### config.mk
export PLATFORM = sky130hd
export DESIGN_NAME = vid_timing_detect
export DESIGN_NICKNAME = d
export VERILOG_FILES = /design/src/rtl/vtd_pkg.sv /design/src/rtl/vtd_sync_class.sv /design/src/rtl/vtd_hmeas.sv /design/src/rtl/vtd_vmeas.sv /design/src/rtl/vid_timing_detect.sv
export SDC_FILE = /design/constraint.sdc
export NUM_CORES = 1
export LEC_CHECK = 0
export ABC_CLOCK_PERIOD_IN_PS = 4200
export BUFFER_PORTS_ARGS = -buffer_cell sky130_fd_sc_hd__buf_2
export CAP_MARGIN = 20
export CORE_MARGIN = 4
export CORE_UTILIZATION = 50
export DETAILED_ROUTE_END_ITERATION = 12
export GPL_TIMING_DRIVEN = 0
export PLACE_DENSITY_LB_ADDON = 0.08
export SLEW_MARGIN = 20
export SYNTH_ARGS = -nofsm -noshare
export SYNTH_HDL_FRONTEND = slang
export SYNTH_HIERARCHICAL = 1
export SYNTH_SLANG_ARGS = --single-unit
### constraint.sdc
create_clock -name clk -period 4.2 [get_ports clk]
set_input_delay 0.84 -clock clk [delete_from_list [all_inputs] [get_ports clk]]
set_output_delay 0.84 -clock clk [all_outputs]
set_load 0.02 [all_outputs]
### src/rtl/vtd_pkg.sv
// Shared definitions for the video timing detector.
package vtd_pkg;

    // Sync polarity classification; code values are visible at the ports.
    typedef enum logic [1:0] {
        POL_LOW  = 2'd0,
        POL_HIGH = 2'd1,
        POL_NONE = 2'd2
    } pol_e;

endpackage

### src/rtl/vtd_sync_class.sv
// Sync polarity classifier.
// Measures the lengths of the high and low phases of one raw sync line. The
// shorter phase is taken as the asserted level. Outputs the polarity code and
// a normalised copy of the sync that is high while it is asserted.
// Assumes: raw is already registered in the pixel-clock domain. A phase
// length is only trusted when both of its ends were observed edges. No edge
// for TMO clocks means the sync is absent.
module vtd_sync_class
    import vtd_pkg::*;
#(
    parameter int TMO = 1 << 20
) (
    input  logic clk,
    input  logic rst_n,
    input  logic raw,
    output pol_e code,
    output logic act
);
    localparam int IW = $clog2(TMO + 1);
    localparam logic [IW-1:0] TMO_V = IW'(TMO);

    logic          raw_q;
    logic [IW-1:0] run;
    logic [IW-1:0] hi_len, lo_len;
    logic          seen, hi_ok, lo_ok;
    logic          edge_w;
    logic          idle_w;

    assign edge_w = raw ^ raw_q;
    assign idle_w = (run >= TMO_V);

    // Phase length capture and timeout of the sync line
    always_ff @(posedge clk) begin
        if (!rst_n) begin
            raw_q  <= 1'b0;
            run    <= '0;
            hi_len <= '0;
            lo_len <= '0;
            seen   <= 1'b0;
            hi_ok  <= 1'b0;
            lo_ok  <= 1'b0;
        end else begin
            raw_q <= raw;
            if (edge_w) begin
                run  <= IW'(1);
                seen <= 1'b1;
                if (seen) begin
                    if (raw) begin
                        lo_len <= run;
                        lo_ok  <= 1'b1;
                    end else begin
                        hi_len <= run;
                        hi_ok  <= 1'b1;
                    end
                end
            end else if (!idle_w) begin
                run <= run + IW'(1);
            end else begin
                seen  <= 1'b0;
                hi_ok <= 1'b0;
                lo_ok <= 1'b0;
            end
        end
    end

    // Polarity decision from the two captured phase lengths
    always_comb begin
        if (!hi_ok || !lo_ok || idle_w) code = POL_NONE;
        else if (hi_len < lo_len)       code = POL_HIGH;
        else                            code = POL_LOW;
    end

    // Normalised asserted level; never asserted when absent
    always_comb begin
        case (code)
            POL_HIGH: act = raw;
            POL_LOW:  act = ~raw;
            default:  act = 1'b0;
        endcase
    end


    code_range_chk: assert property (@(posedge clk) disable iff (!rst_n)
        code != 2'd3);


    idle_absent_chk: assert property (@(posedge clk) disable iff (!rst_n)
        (!edge_w && idle_w) |=> (code == POL_NONE));

endmodule

### src/rtl/vtd_hmeas.sv
// Horizontal timing measurement.
// A single segment counter restarts on every HSYNC or DE edge. The length of
// each segment is stored according to the event that closes it and the event
// that opened it.
// Assumes: hs and de are normalised (high while asserted). Only one event per
// clock; if several coincide, the first in priority order wins.
module vtd_hmeas #(
    parameter int HW = 12
) (
    input  logic          clk,
    input  logic          rst_n,
    input  logic          hs,
    input  logic          de,
    output logic [HW-1:0] hsw,
    output logic [HW-1:0] hbp,
    output logic [HW-1:0] wid,
    output logic [HW-1:0] hfp
);
    typedef enum logic [1:0] {EV_HR, EV_HF, EV_DR, EV_DF} hev_e;

    logic          hs_q, de_q;
    logic [HW-1:0] seg;
    hev_e          last_ev;
    logic          hr, hf, dr, df;

    assign hr = hs & ~hs_q;
    assign hf = ~hs & hs_q;
    assign dr = de & ~de_q;
    assign df = ~de & de_q;

    // Segment timing and capture per closing event
    always_ff @(posedge clk) begin
        if (!rst_n) begin
            hs_q    <= 1'b0;
            de_q    <= 1'b0;
            seg     <= '0;
            last_ev <= EV_DF;
            hsw     <= '0;
            hbp     <= '0;
            wid     <= '0;
            hfp     <= '0;
        end else begin
            hs_q <= hs;
            de_q <= de;
            if (hr || hf || dr || df) seg <= HW'(1);
            else if (seg != '1)       seg <= seg + HW'(1);
            if (hr) begin
                if (last_ev == EV_DF) hfp <= seg;
                last_ev <= EV_HR;
            end else if (hf) begin
                if (last_ev == EV_HR) hsw <= seg;
                last_ev <= EV_HF;
            end else if (dr) begin
                if (last_ev == EV_HF) hbp <= seg;
                last_ev <= EV_DR;
            end else if (df) begin
                if (last_ev == EV_DR) wid <= seg;
                last_ev <= EV_DF;
            end
        end
    end

endmodule

### src/rtl/vtd_vmeas.sv
// Vertical timing measurement.
// Counts lines (HSYNC assertions) for the VSYNC width, the back porch and the
// front porch, and counts active lines (DE rising edges) for the height.
// Exposes the frame edge (VSYNC assertion) and the live counters that the top
// publishes on that edge.
// Assumes normalised hs, vs and de inputs.
module vtd_vmeas #(
    parameter int VW = 11
) (
    input  logic          clk,
    input  logic          rst_n,
    input  logic          hs,
    input  logic          vs,
    input  logic          de,
    output logic          frame_edge,
    output logic [VW-1:0] vsw,
    output logic [VW-1:0] vbp,
    output logic [VW-1:0] fp_lc,
    output logic [VW-1:0] hgt
);
    logic          hs_q, vs_q, de_q;
    logic          hr, vr, vf, dr, df;
    logic          bp_pend;
    logic [VW-1:0] vs_lc, bp_lc;

    assign hr = hs & ~hs_q;
    assign vr = vs & ~vs_q;
    assign vf = ~vs & vs_q;
    assign dr = de & ~de_q;
    assign df = ~de & de_q;
    assign frame_edge = vr;

    // Line counters for sync width, back porch, front porch and height
    always_ff @(posedge clk) begin
        if (!rst_n) begin
            hs_q    <= 1'b0;
            vs_q    <= 1'b0;
            de_q    <= 1'b0;
            bp_pend <= 1'b0;
            vs_lc   <= '0;
            bp_lc   <= '0;
            fp_lc   <= '0;
            hgt     <= '0;
            vsw     <= '0;
            vbp     <= '0;
        end else begin
            hs_q <= hs;
            vs_q <= vs;
            de_q <= de;
            if (vr)                       vs_lc <= hr ? VW'(1) : '0;
            else if (hr && vs_lc != '1)   vs_lc <= vs_lc + VW'(1);
            if (vf) vsw <= vs_lc;
            if (vf)                       bp_lc <= '0;
            else if (hr && bp_lc != '1)   bp_lc <= bp_lc + VW'(1);
            if (vf) begin
                bp_pend <= 1'b1;
            end else if (dr && bp_pend) begin
                vbp     <= bp_lc;
                bp_pend <= 1'b0;
            end
            if (df)                       fp_lc <= '0;
            else if (hr && fp_lc != '1)   fp_lc <= fp_lc + VW'(1);
            if (vr)                       hgt <= '0;
            else if (dr && hgt != '1)     hgt <= hgt + VW'(1);
        end
    end

endmodule

### src/rtl/vid_timing_detect.sv
// Video input timing detector, top level.
// Registers the raw inputs and classifies both syncs. Detects DE activity and
// runs the horizontal and vertical measurement units. The results are
// published once per frame, at the VSYNC assertion, after one complete frame
// with the stream present, and are cleared while no stream is present.
// Assumes all inputs are synchronous to clk (the pixel clock).
module vid_timing_detect
    import vtd_pkg::*;
#(
    parameter int HW  = 12,
    parameter int VW  = 11,
    parameter int TMO = 1 << 20
) (
    input  logic          clk,
    input  logic          rst_n,
    input  logic          hsync_in,
    input  logic          vsync_in,
    input  logic          de_in,
    input  logic          lock_in,
    input  logic          pclk_ok_in,
    output logic          link_up,
    output logic          stream_up,
    output logic [1:0]    hs_pol,
    output logic [1:0]    vs_pol,
    output logic [HW-1:0] act_width,
    output logic [VW-1:0] act_height,
    output logic [HW-1:0] hs_width,
    output logic [HW-1:0] hs_bporch,
    output logic [HW-1:0] hs_fporch,
    output logic [VW-1:0] vs_lines,
    output logic [VW-1:0] vs_bporch,
    output logic [VW-1:0] vs_fporch
);
    localparam int NSYNC = 2;
    localparam int IW = $clog2(TMO + 1);
    localparam logic [IW-1:0] TMO_V = IW'(TMO);

    logic              hs_r, vs_r, de_r, lk_r, ck_r;
    logic              de_q, de_seen;
    logic [IW-1:0]     de_idle;
    logic              de_live;
    logic [NSYNC-1:0]  raw_v, act_v;
    pol_e              code_v [NSYNC];
    logic [HW-1:0]     m_hsw, m_hbp, m_wid, m_hfp;
    logic [VW-1:0]     m_vsw, m_vbp, m_vfp, m_hgt;
    logic              frame_edge, armed;

    // Input sampling into the pixel-clock domain
    always_ff @(posedge clk) begin
        if (!rst_n) begin
            hs_r <= 1'b0;
            vs_r <= 1'b0;
            de_r <= 1'b0;
            lk_r <= 1'b0;
            ck_r <= 1'b0;
        end else begin
            hs_r <= hsync_in;
            vs_r <= vsync_in;
            de_r <= de_in;
            lk_r <= lock_in;
            ck_r <= pclk_ok_in;
        end
    end

    // DE activity: an edge within the last TMO clocks
    always_ff @(posedge clk) begin
        if (!rst_n) begin
            de_q    <= 1'b0;
            de_seen <= 1'b0;
            de_idle <= '0;
        end else begin
            de_q <= de_r;
            if (de_r ^ de_q) begin
                de_idle <= '0;
                de_seen <= 1'b1;
            end else if (de_idle < TMO_V) begin
                de_idle <= de_idle + IW'(1);
            end
        end
    end

    assign de_live   = de_seen && (de_idle < TMO_V);
    assign link_up   = lk_r;
    assign stream_up = lk_r & ck_r & de_live;

    assign raw_v = {vs_r, hs_r};

    // One polarity classifier per sync line (0: HSYNC, 1: VSYNC)
    for (genvar g = 0; g < NSYNC; g++) begin : g_cls
        vtd_sync_class #(.TMO(TMO)) u_cls (
            .clk   (clk),
            .rst_n (rst_n),
            .raw   (raw_v[g]),
            .code  (code_v[g]),
            .act   (act_v[g])
        );
    end

    assign hs_pol = code_v[0];
    assign vs_pol = code_v[1];

    vtd_hmeas #(.HW(HW)) u_h (
        .clk   (clk),
        .rst_n (rst_n),
        .hs    (act_v[0]),
        .de    (de_r),
        .hsw   (m_hsw),
        .hbp   (m_hbp),
        .wid   (m_wid),
        .hfp   (m_hfp)
    );

    vtd_vmeas #(.VW(VW)) u_v (
        .clk        (clk),
        .rst_n      (rst_n),
        .hs         (act_v[0]),
        .vs         (act_v[1]),
        .de         (de_r),
        .frame_edge (frame_edge),
        .vsw        (m_vsw),
        .vbp        (m_vbp),
        .fp_lc      (m_vfp),
        .hgt        (m_hgt)
    );

    // Per-frame publication of results; cleared while the stream is absent
    always_ff @(posedge clk) begin
        if (!rst_n || !stream_up) begin
            armed      <= 1'b0;
            act_width  <= '0;
            act_height <= '0;
            hs_width   <= '0;
            hs_bporch  <= '0;
            hs_fporch  <= '0;
            vs_lines   <= '0;
            vs_bporch  <= '0;
            vs_fporch  <= '0;
        end else if (frame_edge) begin
            armed <= 1'b1;
            if (armed) begin
                act_width  <= m_wid;
                act_height <= m_hgt;
                hs_width   <= m_hsw;
                hs_bporch  <= m_hbp;
                hs_fporch  <= m_hfp;
                vs_lines   <= m_vsw;
                vs_bporch  <= m_vbp;
                vs_fporch  <= m_vfp;
            end
        end
    end


    link_gate_chk: assert property (@(posedge clk) disable iff (!rst_n)
        !link_up |-> !stream_up);


    clk_gate_chk: assert property (@(posedge clk) disable iff (!rst_n)
        $fell(ck_r) |-> !stream_up);


    clear_on_loss_chk: assert property (@(posedge clk) disable iff (!rst_n)
        !stream_up |=> (act_width == '0 && act_height == '0 && vs_lines == '0
                        && hs_fporch == '0));


    hold_in_frame_chk: assert property (@(posedge clk) disable iff (!rst_n)
        (stream_up && !frame_edge) |=> ($stable(act_width) && $stable(act_height)
                                        && $stable(hs_bporch) && $stable(vs_bporch)));


    unarmed_quiet_chk: assert property (@(posedge clk) disable iff (!rst_n)
        (stream_up && !armed) |=> (act_width == '0));

endmodule

==> flow_metrics.py, run 1 <==
metrics = {
    "die": {
        "num_io_pins": 105,
        "chipHeight_microns": 189,
        "core_area_sq_mm": 0.0325,
        "dieWidth_microns": 189,
        "start_util_pct": 50.6,
        "die_area_sq_mm": 0.0358,
        "placementRows": 66,
    },
    "cells_and_area": {
        "multiInputGateArea_sq_mm": 0.00782,
        "num_antenna_cells": 0,
        "drive_above_1_share_pct": 10.7,
        "fillers": 3019,
        "most-common-layout-cells": "504 x nand2_1, 389 x dfxtp_1, 173 x a21oi_1, 121 x buf_2, 116 x a21boi_0",
        "final_common_cell": "nand2_1",
        "num-nets-final": 2158,
        "area_delta_synth_final_pct": 14.5,
        "final_util_pct": 57.9,
        "seqCellArea_sq_mm": 0.00779,
    },
    "placed_design": {
        "dp_slack_ns": -0.0209,
        "dpl.hpwl_mm": 26.3,
        "place_congestion": 0.847,
        "port_buffers": 104,
    },
    "synth": {
        "synth_area_leaders": "dfxtp_1 47%, nand2_1 12%, a21boi_0 5.3%",
        "synth_edf_count": 0,
        "synth-seq-cells": 389,
        "synth.distinct_cells": 70,
        "mappedNetlistArea_sq_mm": 0.0164,
        "synth_area_leader_cell": "dfxtp_1",
        "synth_top_area_share_pct": 47.4,
        "synth_nets": 2011,
        "ys_seq_area_share_pct": 47.4,
        "syn_avg_cell_area_sq_um": 8.44,
        "synthArstFlopShare_pct": 0,
        "ys.flop_type": "dfxtp_1",
        "yosys_warnings": 6,
        "syn_inst": 1946,
    },
    "global_routing": {
        "grt_pass1_wl_mm": 63.5,
        "grt_max_degree": 29,
        "grt_pass1_vias": 12766,
        "antenna_found_initial": 0,
        "grt-ovfl-total": 0,
        "track_usage_pct": 21.0,
    },
    "worst_hold_path": {
        "hold_class": "register to register",
    },
    "setup_path": {
        "cp.required_ns": 4.60,
        "cp-start-kind": "register",
        "regToRegSetupSlack_ns": 0.42,
        "cp-end-kind": "register",
        "critPathMaxFanout": 10,
        "cp.arrival_ns": 4.18,
        "worstSetupPathType": "register to register",
    },
    "power": {
        "power_frac_clock_pct": 47.3,
        "combPwrFrac_pct": 2.4,
        "pwr_density_cell_mw_per_mm2": 395,
        "peakVddDrop_uv": 333,
        "leakagePower_nw": 6.83,
        "power.internal_w": 0.00583,
        "swShare_pct": 21.5,
        "power.share.sequential_pct": 50.3,
        "power.net_switching_w": 0.00160,
    },
    "detailed_routing": {
        "final_antenna_net_count": 0,
        "first_pass_iters": 7,
        "drt-initial-drc-count": 695,
        "drc": 0,
        "routed_wl_mm": 37.5,
        "post_drt_via_cell_ratio": 5.21,
        "wl_per_cell_microns": 14.6,
        "vias": 13368,
    },
    "clock_network": {
        "clk_latency_ns": 0.54,
        "cts_sinks": 389,
        "cts_resized": 0,
        "cts_tree": "built",
        "clock-root-buffer": "clkbuf_16",
        "cts_inserted_buffers": 42,
        "htree_num_levels": 2,
        "post-cts-setup-buffers": 0,
        "path_clk_slew_ns": 0.06,
        "ctsHoldBuffers": 0,
        "clock_path_buffers": 3,
    },
    "outcome": {
        "status": "finished, final reports clean",
    },
    "timing": {
        "finalSetupViolCount": 0,
        "worstMarginPinSlew_ns": 0.911,
        "rsz0062_at_grt": "no",
        "finClkSkew_ns": 0.0205,
        "fin_setup_tns_ns": 0,
        "setup_ws_ns": 0.417,
        "slew_headroom_pct": 39.2,
        "fmax_mhz": 264,
        "finalCritPeriodShare_pct": 90.1,
        "final_max_slew_viol_count": 0,
        "fin_crit_ns": 3.78,
        "hold_viol": 0,
    },
    "run": {
        "drv_cap": 0,
    },
}
-- sequential cells by signal, indices dropped and copies added (netlist names), 11 cells and up --
register	count
g_cls.u_cls/run	42
u_h/hsw	12
hs_fporch	12
u_v/vs_lc	11
u_v/vsw	11
g_cls.u_cls/hi_len	42
act_width	12
vs_lines	11
u_h/hbp	12
de_idle	21
u_v/fp_lc	11
act_height	11
vs_fporch	11
hs_width	12
u_h/seg	12
u_v/bp_lc	11
vs_bporch	11
hs_bporch	12
u_v/hgt	11
g_cls.u_cls/lo_len	42
u_h/wid	12
u_h/hfp	12
u_v/vbp	11
-- synthesized netlist by cell type, types with 9 or more instances --
master    count
xnor2_1      17
o21ai_0      34
nor2_1      107
a21boi_0    116
or4_1        10
mux2i_1      30
o31ai_1      10
and3_1       18
inv_1        79
nand3_1      37
nor3_1       16
and4_1       10
and2_1       24
buf_2        17
or3_1        21
clkbuf_1     78
nand4_1      30
a21oi_1     173
dfxtp_1     389
nand2_1     505
buf_4         9
ha_1         58
xor2_1       46
-- stage by stage --
stage	total power (W)	hold WS (ns)	cells	area, sq um
floorplan	0.00393	0.431	1946	16400
global placement	0.00400	0.442	2492	17500
detailed placement	0.00400	0.443	2492	17500
CTS	0.00752	0.451	2564	18800
global route	0.00770	0.470	2564	18800
finish	0.00743	0.450	2564	18800
-- layer usage --
layer  up-vias  wire, microns  track usage, %
met3        55           1460            2.78
met4         0            742            4.98
met5         -              0               0
met2       253          16600            33.4
li1       6854              -               -
met1      6206          18600            30.5
-- critical path, stage by stage (launching register included) --
cell and delay [ns]:
dfxtp_1 0.32, inv_1 0.05, ha_1 0.28, a21oi_1 0.14, o21ai_0 0.13, a221o_1 0.40
a211oi_1 0.35, mux2_2 0.47, inv_1 0.11, ha_1 0.17, inv_1 0.06, nor3_1 0.53
buf_4 0.35, mux2i_1 0.23, nor2_1 0.06
-- cell families after synthesis --
logic type	share of synthesized area (%)
xor+xnor	3.36
buf+inv	4.98
compound gates	14.4
flops	47.4
fa+ha+maj	4.42
simple gates	23.5
mux	1.97
-- power by group through the flow --
| stage | Sequential, W | Combinational, W | Clock (W) |
|---|---|---|---|
| detailed placement | 0.00382 | 0.000181 | 0 |
| CTS | 0.00374 | 0.000182 | 0.00360 |
| finish | 0.00374 | 0.000180 | 0.00351 |
| global route | 0.00374 | 0.000204 | 0.00376 |
| floorplan | 0.00381 | 0.000124 | 0 |
| global placement | 0.00382 | 0.000177 | 0 |
-- cell type report --
class	count	area share, %
multi-input cells	1366	41.6
flip-flops and latches	389	41.4
clock buffers	60	6.22
well taps	442	2.94
repair buffers	104	2.77
plain buffers	110	2.74
inverters	80	1.60
clock inverters	13	0.712
-- worst paths after layout --
check / start / end / depth (start not counted)
max: g_cls[0].u_cls/lo_len[16] / u_h/hsw[8] / 14
min: vs_lines[2] / vs_lines[2] / 2
max reg2reg: g_cls[0].u_cls/lo_len[16] / u_h/hsw[8] / 14
min reg2reg: vs_lines[2] / vs_lines[2] / 2
(Power assumes the default switching activity.)
==> inputs of run 2 (changes only) <==
--- a/config.mk
+++ b/config.mk
@@ -12,9 +12,8 @@
 export CORE_UTILIZATION = 50
 export DETAILED_ROUTE_END_ITERATION = 12
 export GPL_TIMING_DRIVEN = 0
-export PLACE_DENSITY_LB_ADDON = 0.08
+export PLACE_DENSITY = 0.77
 export SLEW_MARGIN = 20
 export SYNTH_ARGS = -nofsm -noshare
 export SYNTH_HDL_FRONTEND = slang
-export SYNTH_HIERARCHICAL = 1
 export SYNTH_SLANG_ARGS = --single-unit
==> run 2 against run 1 <==
Compared with the run above: sequential cell count fell by 3; wire length rose by 6.2%; sequential power barely moved; first-iteration DRC count rose by 24%; worst hold slack improved by 0.011 ns; worst setup slack got worse by 0.21 ns; clock power barely moved; critical path type unchanged.
==> flow_metrics.py, run 2 <==
metrics = {
    "outcome": {
        "status": "finished, final reports clean",
    },
    "setup_path": {
        "cp-start-kind": "register",
        "cp-end-kind": "register",
        "cp.arrival_ns": 4.40,
        "worstSetupPathType": "register to register",
        "cp_top_family": "compound AO/OA/AOI/OAI gates",
        "path_buf_inv": 2,
        "crit_path_max_incr_delay_ns": 0.44,
        "path_cells": "inv_1 > ha_1 > a21o_1 > a21o_1 > a2111oi_0 > o21bai_1 > a221oi_2 > mux2_2 > ha_1 > nand2b_1 > nor3_2 > buf_4 > mux2i_1 > nor2b_1",
        "cp.required_ns": 4.61,
        "critPathMaxFanout": 10,
        "slowest_stage": "a2111oi_0",
    },
    "cells_and_area": {
        "finalNonFillerCells": 2558,
        "multiInputGateArea_sq_mm": 0.00816,
        "num-nets-final": 2154,
        "top_regs": "g_cls.u_cls.hi_len x42, g_cls.u_cls.lo_len x42, g_cls.u_cls.run x42",
        "most-common-layout-cells": "426 x nand2_1, 386 x dfxtp_1, 128 x nor2_1, 124 x a21boi_0, 122 x nand4_1",
        "drive_above_1_share_pct": 13.0,
        "seqCellArea_sq_mm": 0.00773,
        "area_delta_synth_final_pct": 14.5,
        "fillers": 2877,
        "final_common_cell": "nand2_1",
        "num_antenna_cells": 0,
        "final_util_pct": 58.3,
    },
    "timing": {
        "final_max_slew_viol_count": 0,
        "finClkSkew_ns": 0.0153,
        "finalSetupViolCount": 0,
        "fmax_mhz": 251,
        "whs_ns": 0.460,
        "hold_viol": 0,
        "slew_headroom_pct": 46.5,
        "finalCritPeriodShare_pct": 95.0,
        "rsz0062_at_grt": "no",
        "fin_crit_ns": 3.99,
        "worstMarginPinSlew_ns": 0.802,
    },
    "synth": {
        "synthTopCellsByCount": "426 x nand2_1, 386 x dfxtp_1, 128 x nor2_1",
        "mappedNetlistArea_sq_mm": 0.0167,
        "ys_seq_area_share_pct": 46.3,
        "syn_inst": 1945,
        "synth_edf_count": 0,
        "synth_most_common_cell": "nand2_1",
        "ys.flop_type": "dfxtp_1",
        "synth_area_leader_cell": "dfxtp_1",
        "synth_area_leaders": "dfxtp_1 46%, nand2_1 9.6%, a21boi_0 5.6%",
        "synthArstFlopShare_pct": 0,
        "yosys_warnings": 0,
        "syn_avg_cell_area_sq_um": 8.59,
        "synth_top_area_share_pct": 46.3,
        "synth.distinct_cells": 57,
        "synth-seq-cells": 386,
        "synth_nets": 2010,
    },
    "clock_network": {
        "ctsHoldBuffers": 0,
        "clock-root-buffer": "clkbuf_16",
        "cts_sinks": 386,
        "cts_tree": "built",
        "clk_latency_ns": 0.53,
        "path_clk_slew_ns": 0.06,
        "htree_num_levels": 2,
        "clock_path_buffers": 3,
        "cts_inserted_buffers": 40,
    },
    "placed_design": {
        "dp_cells": 2490,
        "port_buffers": 103,
        "place_congestion": 0.892,
        "dpl.hpwl_mm": 28.1,
    },
    "die": {
        "dieWidth_microns": 191,
        "chipHeight_microns": 191,
        "num_io_pins": 105,
        "core_area_sq_mm": 0.0328,
        "placementRows": 66,
        "die_area_sq_mm": 0.0364,
        "start_util_pct": 50.9,
    },
    "global_routing": {
        "grt_pass1_wl_mm": 64.6,
        "grt_max_degree": 14,
        "grt_pass1_vias": 13219,
        "track_usage_pct": 21.2,
        "grt-ovfl-total": 0,
        "antenna_found_initial": 0,
    },
    "power": {
        "leakagePower_nw": 6.82,
        "swShare_pct": 21.0,
        "combPwrFrac_pct": 2.5,
        "pwr_density_cell_mw_per_mm2": 389,
        "power.share.sequential_pct": 49.9,
        "power_frac_clock_pct": 47.6,
        "power.internal_w": 0.00587,
        "p_total_w": 0.00743,
        "peakVddDrop_uv": 273,
        "power.net_switching_w": 0.00156,
    },
    "detailed_routing": {
        "final_antenna_net_count": 0,
        "drc": 0,
        "vias": 13826,
        "drt-initial-drc-count": 860,
        "wl_per_cell_microns": 15.6,
        "first_pass_iters": 5,
        "routed_wl_mm": 39.8,
        "post_drt_via_cell_ratio": 5.41,
    },
    "worst_hold_path": {
        "hold_class": "register to register",
    },
    "run": {
        "drv_cap": 0,
    },
}
## run 2: cells by family (layout without fill, tap and decap cells)
group	Yosys count	in the layout	share of synthesized area [%]
AOI/OAI and AO/OA	323	323	14.0
adders and majority gates	58	58	4.35
muxes	34	34	2.05
buffers and inverters	202	373	5.00
and+or+nand+nor	853	853	23.6
DFF	386	386	46.3
xor gates and xnor gates	89	89	4.67
## run 2: area by class of cell
type	count	share of cell area, %
Buffer	127	2.93
Clock buffer	63	6.43
Clock inverter	6	0.491
Inverter	74	1.45
Multi-Input combinational cell	1357	42.7
Sequential cell	386	40.4
Tap cell	442	2.89
Timing Repair Buffer	103	2.70
## run 2: timing repair
item	in CTS	in global routing
setup endpoints to repair	35	21
endpoints found under the hold margin	0	0
setup buffers	0	0
resized for setup	5	4
## run 2: through the flow
step / setup TNS (ns) / instance area [sq um] / setup WS, ns
final: 0 / 19100 / 0.211
after global routing: 0 / 19100 / 0.0121
after CTS: 0 / 19100 / 0.132
after detailed placement: -4.37 / 17800 / -0.318
after global placement: -3.85 / 17800 / -0.292
after floorplan: 0 / 16700 / 0.401
## run 2: power groups by stage
stage               Combinational, W  Sequential (W)  Clock [W]
floorplan                   0.000128         0.00378          0
global placement            0.000181         0.00379          0
detailed placement          0.000187         0.00379          0
CTS                         0.000189         0.00371    0.00359
global route                0.000209         0.00371    0.00374
finish                      0.000188         0.00371    0.00354
## run 2: path summary, 6_finish.rpt
path                            slack [ns]                       from           end  cells past startpoint
worst min-delay path                  0.46                 u_h.wid[3]  act_width[3]                      2
worst max-delay path                  0.21  g_cls[0].u_cls.lo_len[14]    u_h.wid[3]                     14
worst min register to register        0.46                 u_h.wid[3]  act_width[3]                      2
worst max register to register        0.21  g_cls[0].u_cls.lo_len[14]    u_h.wid[3]                     14
## run 2: worst min-delay path: stages, from the launching register on
cell	delay, ns
dfxtp_1	0.31
nand2_1	0.05
o21ai_0	0.06
## run 2: metal layers
layer	part of all wire, %	track usage [%]	routed length [microns]	vias up
met5	0	0	0	-
li1	-	-	-	6871
met2	49	37.2	19400	349
met3	4.6	2.34	1840	83
met4	3.3	8.23	1310	0
met1	43	26.7	17200	6523
==> inputs of run 3 (changes only) <==
--- a/config.mk
+++ b/config.mk
@@ -12,6 +12,7 @@
 export CORE_UTILIZATION = 50
 export DETAILED_ROUTE_END_ITERATION = 12
 export GPL_TIMING_DRIVEN = 0
+export MAX_ROUTING_LAYER = met4
 export PLACE_DENSITY = 0.77
 export SLEW_MARGIN = 20
 export SYNTH_ARGS = -nofsm -noshare
==> run 3 against run 2 <==
Compared with the run above: sequential share of layout area about the same; largest cell class unchanged; sequential cell count unchanged; clock skew rose by 0.0011 ns.
==> flow_metrics.py, run 3 (synthesis results as in run 2) <==
metrics = {
    "placed_design": {
        "dpl_cell_area_sq_mm": 0.0178,
        "place_congestion": 0.907,
        "dpl.hpwl_mm": 28.1,
        "port_buffers": 103,
    },
    "timing": {
        "finClkSkew_ns": 0.0165,
        "fmax_mhz": 255,
        "worstMarginPinSlew_ns": 0.792,
        "finalCritPeriodShare_pct": 93.5,
        "finalSetupViolCount": 0,
        "rsz0062_at_grt": "no",
        "final_max_slew_viol_count": 0,
        "slew_headroom_pct": 47.2,
        "fin_crit_ns": 3.93,
        "hold_viol": 0,
    },
    "worst_hold_path": {
        "hold_class": "register to register",
    },
    "detailed_routing": {
        "drt-initial-drc-count": 803,
        "first_pass_iters": 7,
        "post_drt_via_cell_ratio": 5.41,
        "routed_wl_mm": 39.8,
        "drc": 0,
        "final_antenna_net_count": 0,
        "vias": 13841,
        "wl_per_cell_microns": 15.6,
    },
    "power": {
        "pwr_density_cell_mw_per_mm2": 389,
        "peakVddDrop_uv": 273,
        "leakagePower_nw": 6.82,
        "p_total_w": 0.00744,
    },
    "cells_and_area": {
        "most-common-layout-cells": "426 x nand2_1, 386 x dfxtp_1, 128 x nor2_1, 124 x a21boi_0, 122 x nand4_1",
        "top_regs": "g_cls.u_cls.hi_len x42, g_cls.u_cls.lo_len x42, g_cls.u_cls.run x42",
        "num_antenna_cells": 0,
        "area_delta_synth_final_pct": 14.5,
        "drive_above_1_share_pct": 13.0,
        "stdcell_area_sq_mm": 0.0191,
        "num-nets-final": 2154,
        "final_common_cell": "nand2_1",
    },
    "global_routing": {
        "grt_pass1_wl_mm": 64.6,
        "grt_max_degree": 14,
        "grt_pass1_vias": 13227,
        "track_usage_pct": 21.8,
        "grt-ovfl-total": 0,
        "antenna_found_initial": 0,
    },
    "clock_network": {
        "clock_path_buffers": 3,
        "clock-root-buffer": "clkbuf_16",
        "clk_latency_ns": 0.53,
        "cts_tree": "built",
        "post-cts-setup-buffers": 0,
        "cts_inserted_buffers": 40,
        "ctsHoldBuffers": 0,
        "htree_num_levels": 2,
        "path_clk_slew_ns": 0.06,
        "cts_sinks": 386,
    },
    "setup_path": {
        "crit_end": "u_h.wid[3]",
        "path_buf_inv": 2,
        "path_cells": "inv_1 > ha_1 > a21o_1 > a21o_1 > a2111oi_0 > o21bai_1 > a221oi_2 > mux2_2 > ha_1 > nand2b_1 > nor3_4 > buf_4 > mux2i_1 > nor2b_1",
        "regToRegSetupSlack_ns": 0.27,
        "slowest_stage": "a2111oi_0",
        "critPathMaxFanout": 10,
        "worstSetupPathType": "register to register",
        "reg2reg_to": "u_h.wid[3]",
        "crit_start": "g_cls[0].u_cls.lo_len[14]",
        "crit_path_max_incr_delay_ns": 0.43,
        "cp.arrival_ns": 4.34,
        "r2r-start": "g_cls[0].u_cls.lo_len[14]",
        "cp-start-kind": "register",
        "cp-end-kind": "register",
        "cp.depth": 14,
        "reg2reg_depth": 14,
        "cp.required_ns": 4.61,
        "cp_top_family": "compound AO/OA/AOI/OAI gates",
    },
    "die": {
        "start_util_pct": 50.9,
        "placementRows": 66,
        "core_area_sq_mm": 0.0328,
        "die_area_sq_mm": 0.0364,
        "chipHeight_microns": 191,
        "dieWidth_microns": 191,
        "num_io_pins": 105,
    },
    "run": {
        "drv_cap": 0,
    },
    "outcome": {
        "status": "finished, final reports clean",
    },
}
run 3: cell counts in the layout (fill, tap and decap cells not counted):
No cell type changed its count.
run 3: worst reg2reg max path, cell delays in order (launching register included):
cell and delay (ns):
dfxtp_1 0.32, inv_1 0.04, ha_1 0.30, a21o_1 0.16
a21o_1 0.16, a2111oi_0 0.43, o21bai_1 0.16, a221oi_2 0.39
mux2_2 0.42, ha_1 0.40, nand2b_1 0.16, nor3_4 0.27
buf_4 0.28, mux2i_1 0.26, nor2b_1 0.07
run 3: through the flow:
step                      instances  worst slack, ns  utilization, %  hold WS [ns]  TNS [ns]
after detailed placement       2490           -0.318            54.2         0.449     -4.37
after global placement         2490           -0.292            54.2         0.446     -3.85
after floorplan                1945            0.401               -         0.433         0
final                          2558            0.272            58.3         0.460         0
after CTS                      2558            0.132            58.3         0.460         0
after global routing           2558           0.0688            58.3         0.478         0
run 3: layout make-up:
| type | count | area, sq um |
|---|---|---|
| Buffer | 127 | 559 |
| Fill cell | 2874 | 13700 |
| Clock buffer | 63 | 1230 |
| Tap cell | 442 | 553 |
| Timing Repair Buffer | 103 | 515 |
| Sequential cell | 386 | 7730 |
| Multi-Input combinational cell | 1357 | 8170 |
| Inverter | 74 | 278 |
| Clock inverter | 6 | 93.8 |
run 3: worst min-delay path by stage:
stage,startpoint,endpoint,cells past startpoint
floorplan,de_seen,de_seen,1
global placement,g_cls[1].u_cls.hi_len[0],g_cls[1].u_cls.hi_len[0],2
detailed placement,u_h.wid[6],act_width[6],2
CTS,u_h.wid[6],act_width[6],2
global route,u_v.vbp[7],vs_bporch[7],2
finish,u_h.wid[3],act_width[3],2
run 3: report_power, final:
part,switching [W],internal (W),total [W]
combinational,0.000126,0.0000627,0.000189
clock,0.00141,0.00213,0.00354
sequential,0.0000258,0.00368,0.00371
run 3: timing repair:
action | 4_1_cts | 5_1_grt
resized for setup | 5 | 6
setup endpoints to repair | 35 | 21
gates cloned | 0 | 0
run 3: routing by layer:
layer	part of all wire (%)	GRT usage, %	vias up
met4	3.6	8.23	0
met2	49	37.2	339
met5	0	-	-
li1	-	-	6879
met3	4.2	2.34	94
met1	44	26.7	6529
